===== config.mk =====
export PLATFORM = sky130hd
export DESIGN_NAME = wg_dispatch
export DESIGN_NICKNAME = d
export VERILOG_FILES = /design/src/rtl/wgd_pkg.sv /design/src/rtl/wgd_pick.sv /design/src/rtl/wgd_ledger.sv /design/src/rtl/wg_dispatch.sv
export SDC_FILE = /design/constraint.sdc
export NUM_CORES = 1
export LEC_CHECK = 0
export BUFFER_PORTS_ARGS = -buffer_cell sky130_fd_sc_hd__buf_2
export CAP_MARGIN = 0
export CORE_MARGIN = 8
export CORE_UTILIZATION = 55
export DETAILED_ROUTE_END_ITERATION = 10
export PLACE_DENSITY = 0.83
export SLEW_MARGIN = 10
export SYNTH_ARGS = -nofsm -noshare
export SYNTH_HDL_FRONTEND = slang
export SYNTH_SLANG_ARGS = --single-unit

===== constraint.sdc =====
create_clock -name clk -period 6.1 [get_ports clk]
set_clock_uncertainty 0.05 [all_clocks]
set_input_delay 0 -clock clk [delete_from_list [all_inputs] [get_ports clk]]
set_output_delay 0 -clock clk [all_outputs]
set_load 0.005 [all_outputs]

===== src/rtl/wgd_pkg.sv =====
package wgd_pkg;
    localparam int DEF_SLICES       = 2;
    localparam int DEF_CL_PER_SLICE = 2;
    localparam int DEF_EU_PER_CL    = 10;
    localparam int DEF_THR_PER_EU   = 7;
    localparam int DEF_BAR_PER_CL   = 16;
    localparam int DEF_SHM_PER_CL   = 65536;
    localparam int DEF_THR_IN_W     = 8;
    localparam int DEF_SHM_IN_W     = 18;
endpackage


===== src/rtl/wgd_pick.sv =====
module wgd_pick #(
    parameter int N  = 4,
    parameter int IW = 2
) (
    input  logic [N-1:0]  fit,
    output logic          found,
    output logic [IW-1:0] idx
);
    always_comb begin
        found = 1'b0;
        idx   = '0;
        for (int i = N - 1; i >= 0; i--) begin
            if (fit[i]) begin
                found = 1'b1;
                idx   = IW'(i);
            end
        end
    end
endmodule


===== src/rtl/wgd_ledger.sv =====
module wgd_ledger #(
    parameter int THR_CAP  = 70,
    parameter int BAR_CAP  = 16,
    parameter int SHM_CAP  = 65536,
    parameter int THR_IN_W = 8,
    parameter int SHM_IN_W = 18
) (
    input  logic                clk,
    input  logic                rst_n,
    input  logic [THR_IN_W-1:0] need_thr,
    input  logic                need_bar,
    input  logic [SHM_IN_W-1:0] need_shm,
    input  logic                take,
    input  logic                give,
    input  logic [THR_IN_W-1:0] give_thr,
    input  logic                give_bar,
    input  logic [SHM_IN_W-1:0] give_shm,
    output logic                fits
);
    localparam int THR_W = $clog2(THR_CAP + 1);
    localparam int BAR_W = $clog2(BAR_CAP + 1);
    localparam int SHM_W = $clog2(SHM_CAP + 1);

    typedef struct packed {
        logic [THR_W-1:0] thr;
        logic [BAR_W-1:0] bar;
        logic [SHM_W-1:0] shm;
    } pool_t;

    pool_t       pool_d, pool_q;
    logic [31:0] thr_sum, bar_sum, shm_sum;

    always_comb begin
        fits = (32'(need_thr) <= 32'(pool_q.thr)) &&
               (!need_bar || pool_q.bar != '0) &&
               (32'(need_shm) <= 32'(pool_q.shm));
        thr_sum = 32'(pool_q.thr) - (take ? 32'(need_thr) : 32'd0)
                                  + (give ? 32'(give_thr) : 32'd0);
        bar_sum = 32'(pool_q.bar) - ((take && need_bar) ? 32'd1 : 32'd0)
                                  + ((give && give_bar) ? 32'd1 : 32'd0);
        shm_sum = 32'(pool_q.shm) - (take ? 32'(need_shm) : 32'd0)
                                  + (give ? 32'(give_shm) : 32'd0);
        pool_d.thr = thr_sum[THR_W-1:0];
        pool_d.bar = bar_sum[BAR_W-1:0];
        pool_d.shm = shm_sum[SHM_W-1:0];
    end

    always_ff @(posedge clk or negedge rst_n) begin
        if (!rst_n) begin
            pool_q.thr <= THR_W'(THR_CAP);
            pool_q.bar <= BAR_W'(BAR_CAP);
            pool_q.shm <= SHM_W'(SHM_CAP);
        end else begin
            pool_q <= pool_d;
        end
    end

    assert_thr_bound_R3: assert property (@(posedge clk) disable iff (!rst_n)
        32'(pool_q.thr) <= 32'(THR_CAP));
    assert_bar_bound_R3: assert property (@(posedge clk) disable iff (!rst_n)
        32'(pool_q.bar) <= 32'(BAR_CAP));
    assert_shm_bound_R3: assert property (@(posedge clk) disable iff (!rst_n)
        32'(pool_q.shm) <= 32'(SHM_CAP));
    assert_take_fits_R4: assert property (@(posedge clk) disable iff (!rst_n)
        take |-> fits);
endmodule


===== src/rtl/wg_dispatch.sv =====
module wg_dispatch #(
    parameter int SLICES       = wgd_pkg::DEF_SLICES,
    parameter int CL_PER_SLICE = wgd_pkg::DEF_CL_PER_SLICE,
    parameter int EU_PER_CL    = wgd_pkg::DEF_EU_PER_CL,
    parameter int THR_PER_EU   = wgd_pkg::DEF_THR_PER_EU,
    parameter int BAR_PER_CL   = wgd_pkg::DEF_BAR_PER_CL,
    parameter int SHM_PER_CL   = wgd_pkg::DEF_SHM_PER_CL,
    parameter int THR_IN_W     = wgd_pkg::DEF_THR_IN_W,
    parameter int SHM_IN_W     = wgd_pkg::DEF_SHM_IN_W,
    localparam int NUM_CL      = SLICES * CL_PER_SLICE,
    localparam int CIW         = (NUM_CL > 1) ? $clog2(NUM_CL) : 1
) (
    input  logic                clk,
    input  logic                rst_n,
    input  logic                req_valid,
    output logic                req_ready,
    input  logic [THR_IN_W-1:0] req_threads,
    input  logic                req_barrier,
    input  logic [SHM_IN_W-1:0] req_shmem,
    output logic                grant_valid,
    input  logic                grant_ready,
    output logic [CIW-1:0]      grant_cluster,
    output logic                grant_error,
    input  logic                done_valid,
    input  logic [CIW-1:0]      done_cluster,
    input  logic [THR_IN_W-1:0] done_threads,
    input  logic                done_barrier,
    input  logic [SHM_IN_W-1:0] done_shmem
);
    localparam int THR_CAP = EU_PER_CL * THR_PER_EU;

    typedef struct packed {
        logic                head_v;
        logic [THR_IN_W-1:0] head_thr;
        logic                head_bar;
        logic [SHM_IN_W-1:0] head_shm;
        logic                out_v;
        logic [CIW-1:0]      out_cl;
        logic                out_err;
    } st_t;

    st_t             st_d, st_q;
    logic [NUM_CL-1:0] fit_vec, take_vec;
    logic            any_fit, oversize, slot_free, fire;
    logic [CIW-1:0]  pick_idx;

    for (genvar c = 0; c < NUM_CL; c++) begin : g_cl
        wgd_ledger #(
            .THR_CAP (THR_CAP),
            .BAR_CAP (BAR_PER_CL),
            .SHM_CAP (SHM_PER_CL),
            .THR_IN_W(THR_IN_W),
            .SHM_IN_W(SHM_IN_W)
        ) u_ledger (
            .clk     (clk),
            .rst_n   (rst_n),
            .need_thr(st_q.head_thr),
            .need_bar(st_q.head_bar),
            .need_shm(st_q.head_shm),
            .take    (take_vec[c]),
            .give    (done_valid && (32'(done_cluster) == c)),
            .give_thr(done_threads),
            .give_bar(done_barrier),
            .give_shm(done_shmem),
            .fits    (fit_vec[c])
        );
    end

    wgd_pick #(.N(NUM_CL), .IW(CIW)) u_pick (
        .fit  (fit_vec),
        .found(any_fit),
        .idx  (pick_idx)
    );

    always_comb begin
        st_d      = st_q;
        oversize  = (32'(st_q.head_thr) > 32'(THR_CAP)) ||
                    (32'(st_q.head_shm) > 32'(SHM_PER_CL));
        slot_free = !st_q.out_v || grant_ready;
        fire      = st_q.head_v && slot_free && (oversize || any_fit);
        take_vec  = '0;
        if (st_q.out_v && grant_ready) st_d.out_v = 1'b0;
        if (fire) begin
            st_d.out_v   = 1'b1;
            st_d.out_err = oversize;
            st_d.out_cl  = oversize ? '0 : pick_idx;
            st_d.head_v  = 1'b0;
            if (!oversize) take_vec[pick_idx] = 1'b1;
        end
        if (req_valid && !st_q.head_v) begin
            st_d.head_v   = 1'b1;
            st_d.head_thr = req_threads;
            st_d.head_bar = req_barrier;
            st_d.head_shm = req_shmem;
        end
    end

    always_ff @(posedge clk or negedge rst_n) begin
        if (!rst_n) st_q <= '0;
        else        st_q <= st_d;
    end

    assign req_ready     = !st_q.head_v;
    assign grant_valid   = st_q.out_v;
    assign grant_cluster = st_q.out_cl;
    assign grant_error   = st_q.out_err;

    assert_single_cluster_R4: assert property (@(posedge clk) disable iff (!rst_n)
        $onehot0(take_vec));
    assert_hold_grant_R8: assert property (@(posedge clk) disable iff (!rst_n)
        (grant_valid && !grant_ready) |=> (grant_valid && $stable(grant_cluster)
                                           && $stable(grant_error)));
    assert_in_order_R7: assert property (@(posedge clk) disable iff (!rst_n)
        (req_valid && req_ready) |=> !req_ready);
    assert_err_index_R5: assert property (@(posedge clk) disable iff (!rst_n)
        (grant_valid && grant_error) |-> (grant_cluster == '0));
endmodule


==> Word level (Yosys, flattened, before mapping) <==
Index checks and enable logic that the tools add are counted.
{ "classes": {"shift": 0, "muxes": 41, "n_reduce_logical": 42, "magnitude_cmp": 12, "eq_ne": 3, "bitwise": 0, "addsub": 24, "n_div": 0, "multipliers": 0} }
{ "op_table": {"columns": ["cell", "count"], "rows": [
  ["two-way mux 17 bit", 8],
  ["less-or-equal comparator 18 x 17 -> 1 bit", 4],
  ["adder 17 bit", 4],
  ["subtractor 17 bit", 4],
  ["two-way mux 7 bit", 8],
  ["less-or-equal comparator 8 x 7 -> 1 bit", 4],
  ["adder 7 bit", 4],
  ["two-way mux 28 bit", 1],
  ["subtractor 7 bit", 4],
  ["logical AND 1 bit", 25],
  ["adder 5 bit", 4],
  ["nonzero test 5 bit", 4],
  ["subtractor 5 bit", 4],
  ["> comparator 18 x 17 -> 1 bit, second input constant", 1],
  ["two-way mux 1 bit", 15],
  ["two-way mux 4 bit", 3],
  ["two-way mux 2 bit", 5],
  ["> comparator 8 x 7 -> 1 bit, second input constant", 1],
  ["logical OR 1 bit", 7],
  ["equality test 2 bit, second input constant", 2],
  ["nonzero test 2 bit", 2],
  ["zero test 1 bit", 3],
  ["< comparator 2 x 3 -> 1 bit, second input constant", 1],
  ["demux 1 bit (select 2 bit)", 1],
  ["3 further kinds", 3]
]} }
{ "word_totals": {"latch_bits": 0, "ram_bits": 0, "in_bits": 61, "mem_count": 0, "rom_bits": 0, "register_bits": 148, "out_inout_bits": 5} }

==> Longest topological paths before layout <==
{ "logic_depth": {"ltp_word": 18, "mapped_depth": 25, "ltp_nobuf": 23} }

==> Hierarchy <==
A second synthesis with hierarchy kept.
{ "hier_totals": {"hier_cells": 1663, "area_unflattened_um2": 15099.5} }
{ "modules_own_cells": {"columns": ["mod", "seq_area_each_um2", "area_per_inst_um2", "n_inst", "cells_each"], "rows": [
  ["wgd_ledger at g_cl[3].u_ledger", 732.0, 3438.3, 1, 392],
  ["wgd_ledger at g_cl[2].u_ledger", 732.0, 3432.0, 1, 397],
  ["wgd_ledger at g_cl[0].u_ledger", 732.0, 3410.8, 1, 386],
  ["wgd_ledger at g_cl[1].u_ledger", 732.0, 3372.0, 1, 381],
  ["wg_dispatch", 800.8, 1411.4, 1, 100],
  ["wgd_pick", 0.0, 35.0, 1, 7]
]} }

==> Worst setup path after synthesis <==
Ideal clock, no wire load.
{ "synth_timing": {"kind": "register to register", "startpoint": "register g_cl[0].u_ledger.pool_q[24] (netlist name)", "endpoint": "register g_cl[1].u_ledger.pool_q[13] (netlist name)", "setup_time_ns": 0.080, "t_arrival_ns": 5.166, "setup_slack_ns": 0.804, "path_stages_with_launch": 25, "required_ns": 5.970, "cell_sequence": "dfstp_2 -> inv_1 -> ha_1 -> o21ai_1 -> a21oi_1 -> o31ai_1 -> a21oi_1 -> or3_1 -> or2_1 -> buf_2 -> and3_1 -> clkbuf_1 -> and2_1 -> fa_1 -> inv_1 -> ha_1 -> a211o_1 -> a211oi_1 -> o31ai_1 -> or4_1 -> a31oi_1 -> nor2b_1 -> o21ai_1 -> nor2b_1 -> xnor2_1"} }
{ "synth_between": {"elab_chain_cells": 13} }
{ "synth_rtl": {"columns": ["element", "line_no", "source"], "rows": [
  ["start, declared", "wgd_ledger.sv:30", "pool_t pool_d, pool_q;"],
  ["start signal, assigned", "wgd_ledger.sv:54", "pool_q <= pool_d;"],
  ["less-or-equal comparator 8 x 7 -> 1 bit *", "wgd_ledger.sv:34", "fits = (32'(need_thr) <= 32'(pool_q.thr)) &&"],
  ["logical AND 1 bit *", "wgd_ledger.sv:34", null],
  ["logical AND 1 bit *", "wgd_ledger.sv:35", "(!need_bar || pool_q.bar != '0) &&"],
  ["two-way mux 2 bit", "wgd_pick.sv:13", "if (fit[i]) begin"],
  ["< comparator 2 x 3 -> 1 bit (not written as such) or greater-or-equal comparator 2 x 1 -> 1 bit (tied branches)", "wg_dispatch.sv:88", "if (!oversize) take_vec[pick_idx] = 1'b1;"],
  ["logical AND 1 bit (not written as such)", "wg_dispatch.sv:88", null],
  ["two-way mux 1 bit (not written as such)", "wg_dispatch.sv:88", null],
  ["demux 1 bit (select 2 bit)", "wg_dispatch.sv:88", null],
  ["two-way mux 4 bit", "wg_dispatch.sv:88", null],
  ["two-way mux 4 bit *", "wg_dispatch.sv:83", "if (fire) begin"],
  ["two-way mux 17 bit *", "wgd_ledger.sv:41", "shm_sum = 32'(pool_q.shm) - (take ? 32'(need_shm) : 32'd0)"],
  ["subtractor 17 bit *", "wgd_ledger.sv:41", null],
  ["adder 17 bit *", "wgd_ledger.sv:42", "+ (give ? 32'(give_shm) : 32'd0);"],
  ["net g_cl[1].u_ledger.shm_sum[13]", "wgd_ledger.sv:31", "logic [31:0] thr_sum, bar_sum, shm_sum;"],
  ["end signal, assigned", "wgd_ledger.sv:54", null],
  ["end, declared", "wgd_ledger.sv:30", null]
]} }
The timed path passes the listed nets; every way through them passes the cells marked *.
A chain may end at the register's enable or synchronous reset.

==> Worst setup path after layout <==
Ends and elaborated chain as after synthesis.

==> flow_metrics.tcl <==
set metrics [dict create \
    status "finished clean" \
    hold_end "g_cl[0].u_ledger.pool_q[16]" \
    synth-edff-count 0 \
    cp-end-kind "flop" \
    rr_endpoint "g_cl[1].u_ledger.pool_q[13]" \
    io_buffer_count 63 \
    netSwitchingFraction_pct 46.3 \
    cp-start-kind "flop" \
    overflow 0 \
    vias 11400 \
    clock_latency_ns 0.43 \
    syn_area_per_cell_um2 9.16 \
    first_pass_iters 5 \
    chipHeight_um 179 \
    fin_tns_setup_ns 0 \
    clockBufferDepth 2 \
    finalWorstSetupSlack_ns 0.413 \
    r2r_cells 23 \
    hold_path_class "input pin to flop" \
    final_core_util_pct 62.9 \
    pwr-share-seq_pct 19.8 \
    hpwl_um 27700 \
    finalPower_w 0.0105 \
    critPathKind "flop to flop" \
    cp_data_arrival_time_ns 6.00 \
    synth_seq_cells 148 \
    cts_tree "built" \
    final_layout_size_suffix_gt1_share_pct 11.1 \
    cp.required_ns 6.41 \
    yosysWarnings 0 \
    top_layer_used "met4" \
    p_comb_share_pct 69.3 \
    grt_max_degree 82 \
    drt_iter0_drc 804 \
    wl_per_cell_um 17.4 \
    gp_congestion 0.899 \
    avgViaCountPerCell 5.52 \
    grt_pass1_wl_um 60000 \
    drt-met1-wl_um 14300 \
    drv_cap 0 \
    ys_seq_area_share_pct 25.6 \
    regToRegSetupSlack_ns 0.41 \
    syn_to_final_growth_pct 12.6 \
    dr_wl_met2_um 17700 \
    synth_nets 1959 \
    ys.flop_type "dfrtp_1" \
    die-area_mm2 0.0319 \
    clkSinkCount 148 \
    intPower_w 0.00562 \
    hold_depth 5 \
    rsz0062_at_grt "false" \
    synth_top_cell_by_area "dfrtp_1" \
    die_width_um 179 \
    worstPathMaxFanout 14 \
    timing.rr.start "g_cl[0].u_ledger.pool_q[24]" \
    ir_drop_mv 0.352 \
    root_buffer "clkbuf_16" \
    p_leak_nw 8.27 \
    timing.fmax_mhz 176 \
    wl_um 35900 \
    final_common_cell "inv_1" \
    worstMarginPinSlew_ns 0.989 \
    p_clk_share_pct 10.9 \
    maxSlewHeadroom_pct 33.1 \
    synth_area_leaders "dfrtp_1 22%, ha_1 19%, fa_1 13%, inv_1 8.3%, xnor2_1 5.0%" \
    antenna_found_initial 0 \
    antenna_left 0 \
    yosysTopAreaCellShare_pct 22.0 \
    powerDensity_mw_per_mm2 638 \
    pin_count 66 \
    hold_violations 0 \
    p_sw_w 0.00484 \
    yosysUniqueCellTypes 67 \
    final_cell_mix "323 x inv_1, 216 x ha_1, 128 x dfrtp_1, 124 x nand2_1, 106 x and2_1" \
    setup_viol 0 \
    fp.coreArea_mm2 0.0261 \
    netlist_area_mm2 0.0146 \
    synthCells 1590 \
    drcViolationCount 0 \
    post_cts_buffers 0 \
    async_flop_share_pct 100 \
    num_rows 59 \
    grt.total_usage_pct 23.6 \
    nNetsFinal 2079 \
    num_antenna_cells 0 \
    whs_ns 0.0411 \
    grt_pass1_vias 12400 \
    clk_pin_slew_worst_paths_ns 0.07 \
    htree_levels 4 \
    cts_made_buffers 17 \
    dr_wl_met3_um 2130 \
    place_ws_ns 0.467 \
    final.min_clock_period_ns 5.69 \
    min_from "done_shmem[16]" \
    period_share_pct 93.2 \
    start_util_pct 55.9 \
    drv_slew 0 \
]
routing by layer:
metal	GRT usage (%)	vias up
met3	3.58	115
met4	12.0	0
met1	27.8	5520
met5	0	-
li1	-	5404
met2	41.1	324
cell type report:
class                      count  area (µm²)
tap                          335         419
timing repair buffer         127         885
clock buffer                  20         457
inverter                     323        1210
clock inverter                12         170
sequential                   148        3730
multi-input combinational   1093        9530
fill                        2039        9660
synth_stat cells (all sizes together), types with 4 or more instances:
library cell and number:
ha 216, a21oi 85, inv 323, o31ai 8
nor2b 11, and2 106, o41ai 5, and3 7
xor2 32, fa 92, nor3 25, o21ai 36
a31oi 9, a21o 34, nand4 17, mux2 26
nor3b 4, dfstp 20, xnor2 83, nand4b 5
buf 9, and4 4, o21bai 14, nor4 9
o21a 19, dfrtp 128, nand3 13, nand2 124
clkbuf 17, nor2 58, or2 4, a211oi 13
registers in the layout (all words and copies together) (netlist names):
register / count
g_cl.u_ledger.pool_q: 116
grant_cluster: 2
grant_error: 1
grant_valid: 1
st_q: 28
cells by family (layout without fill, tap and decap cells):
family	after synthesis	count (layout)	share of synthesized area, %
buffers and inverters	349	482	9.18
xor gates and xnor gates	115	115	6.92
DFF	148	148	25.6
and+or+nand+nor	399	399	14.1
adders and majority gates	308	308	31.2
AOI/OAI and AO/OA	245	245	11.0
muxes	26	26	2.01
worst max-delay path: stages, from the launching register on:
cell and delay, ns:
dfstp_2 0.52, inv_1 0.06, ha_1 0.31, o21ai_1 0.14, a21oi_1 0.05, o31ai_1 0.19, a21oi_1 0.13, or3_1 0.43
or2_1 0.25, and3_1 0.19, buf_4 0.19, and2_1 0.18, fa_1 0.50, inv_1 0.04, ha_1 0.36, o21a_1 0.26
a211oi_2 0.29, o31ai_1 0.17, or4_1 0.41, a31oi_1 0.28, nor2b_1 0.09, o21ai_1 0.17, nor2b_1 0.20, xnor2_1 0.13
worst max-delay path by stage:
| stage | startpoint | endpoint | slack [ns] | cells past startpoint |
|---|---|---|---|---|
| global route | g_cl[0].u_ledger.pool_q[24] | g_cl[1].u_ledger.pool_q[15] | 0.13 | 23 |
| CTS | g_cl[0].u_ledger.pool_q[24] | g_cl[1].u_ledger.pool_q[13] | 0.41 | 23 |
| detailed placement | st_q[24] | g_cl[2].u_ledger.pool_q[16] | 0.47 | 25 |
| finish | g_cl[0].u_ledger.pool_q[24] | g_cl[1].u_ledger.pool_q[13] | 0.41 | 23 |
| floorplan | g_cl[0].u_ledger.pool_q[24] | g_cl[1].u_ledger.pool_q[13] | 0.80 | 24 |
| global placement | g_cl[0].u_ledger.pool_q[24] | g_cl[1].u_ledger.pool_q[13] | 0.50 | 23 |
per-stage QoR:
stage | area (µm²) | instances
2_1_floorplan | 14600 | 1590
3_3_place_gp | 15400 | 1993
3_5_place_dp | 15400 | 1993
4_1_cts | 16400 | 2058
5_1_grt | 16400 | 2058
6_report | 16400 | 2058
what timing repair did:
item	CTS	global route
hold buffers	33	0
hold endpoints to repair	109	0
resized for setup	0	1
endpoints found under the setup margin	0	2
power by group through the flow:
stage               Combinational (W)  Sequential (W)  Clock [W]
floorplan                     0.00553         0.00194          0
global placement              0.00670         0.00205          0
detailed placement            0.00711         0.00208          0
CTS                           0.00720         0.00206    0.00115
global route                  0.00818         0.00213    0.00120
finish                        0.00725         0.00207    0.00114
Power figures use the tool's default switching activity.
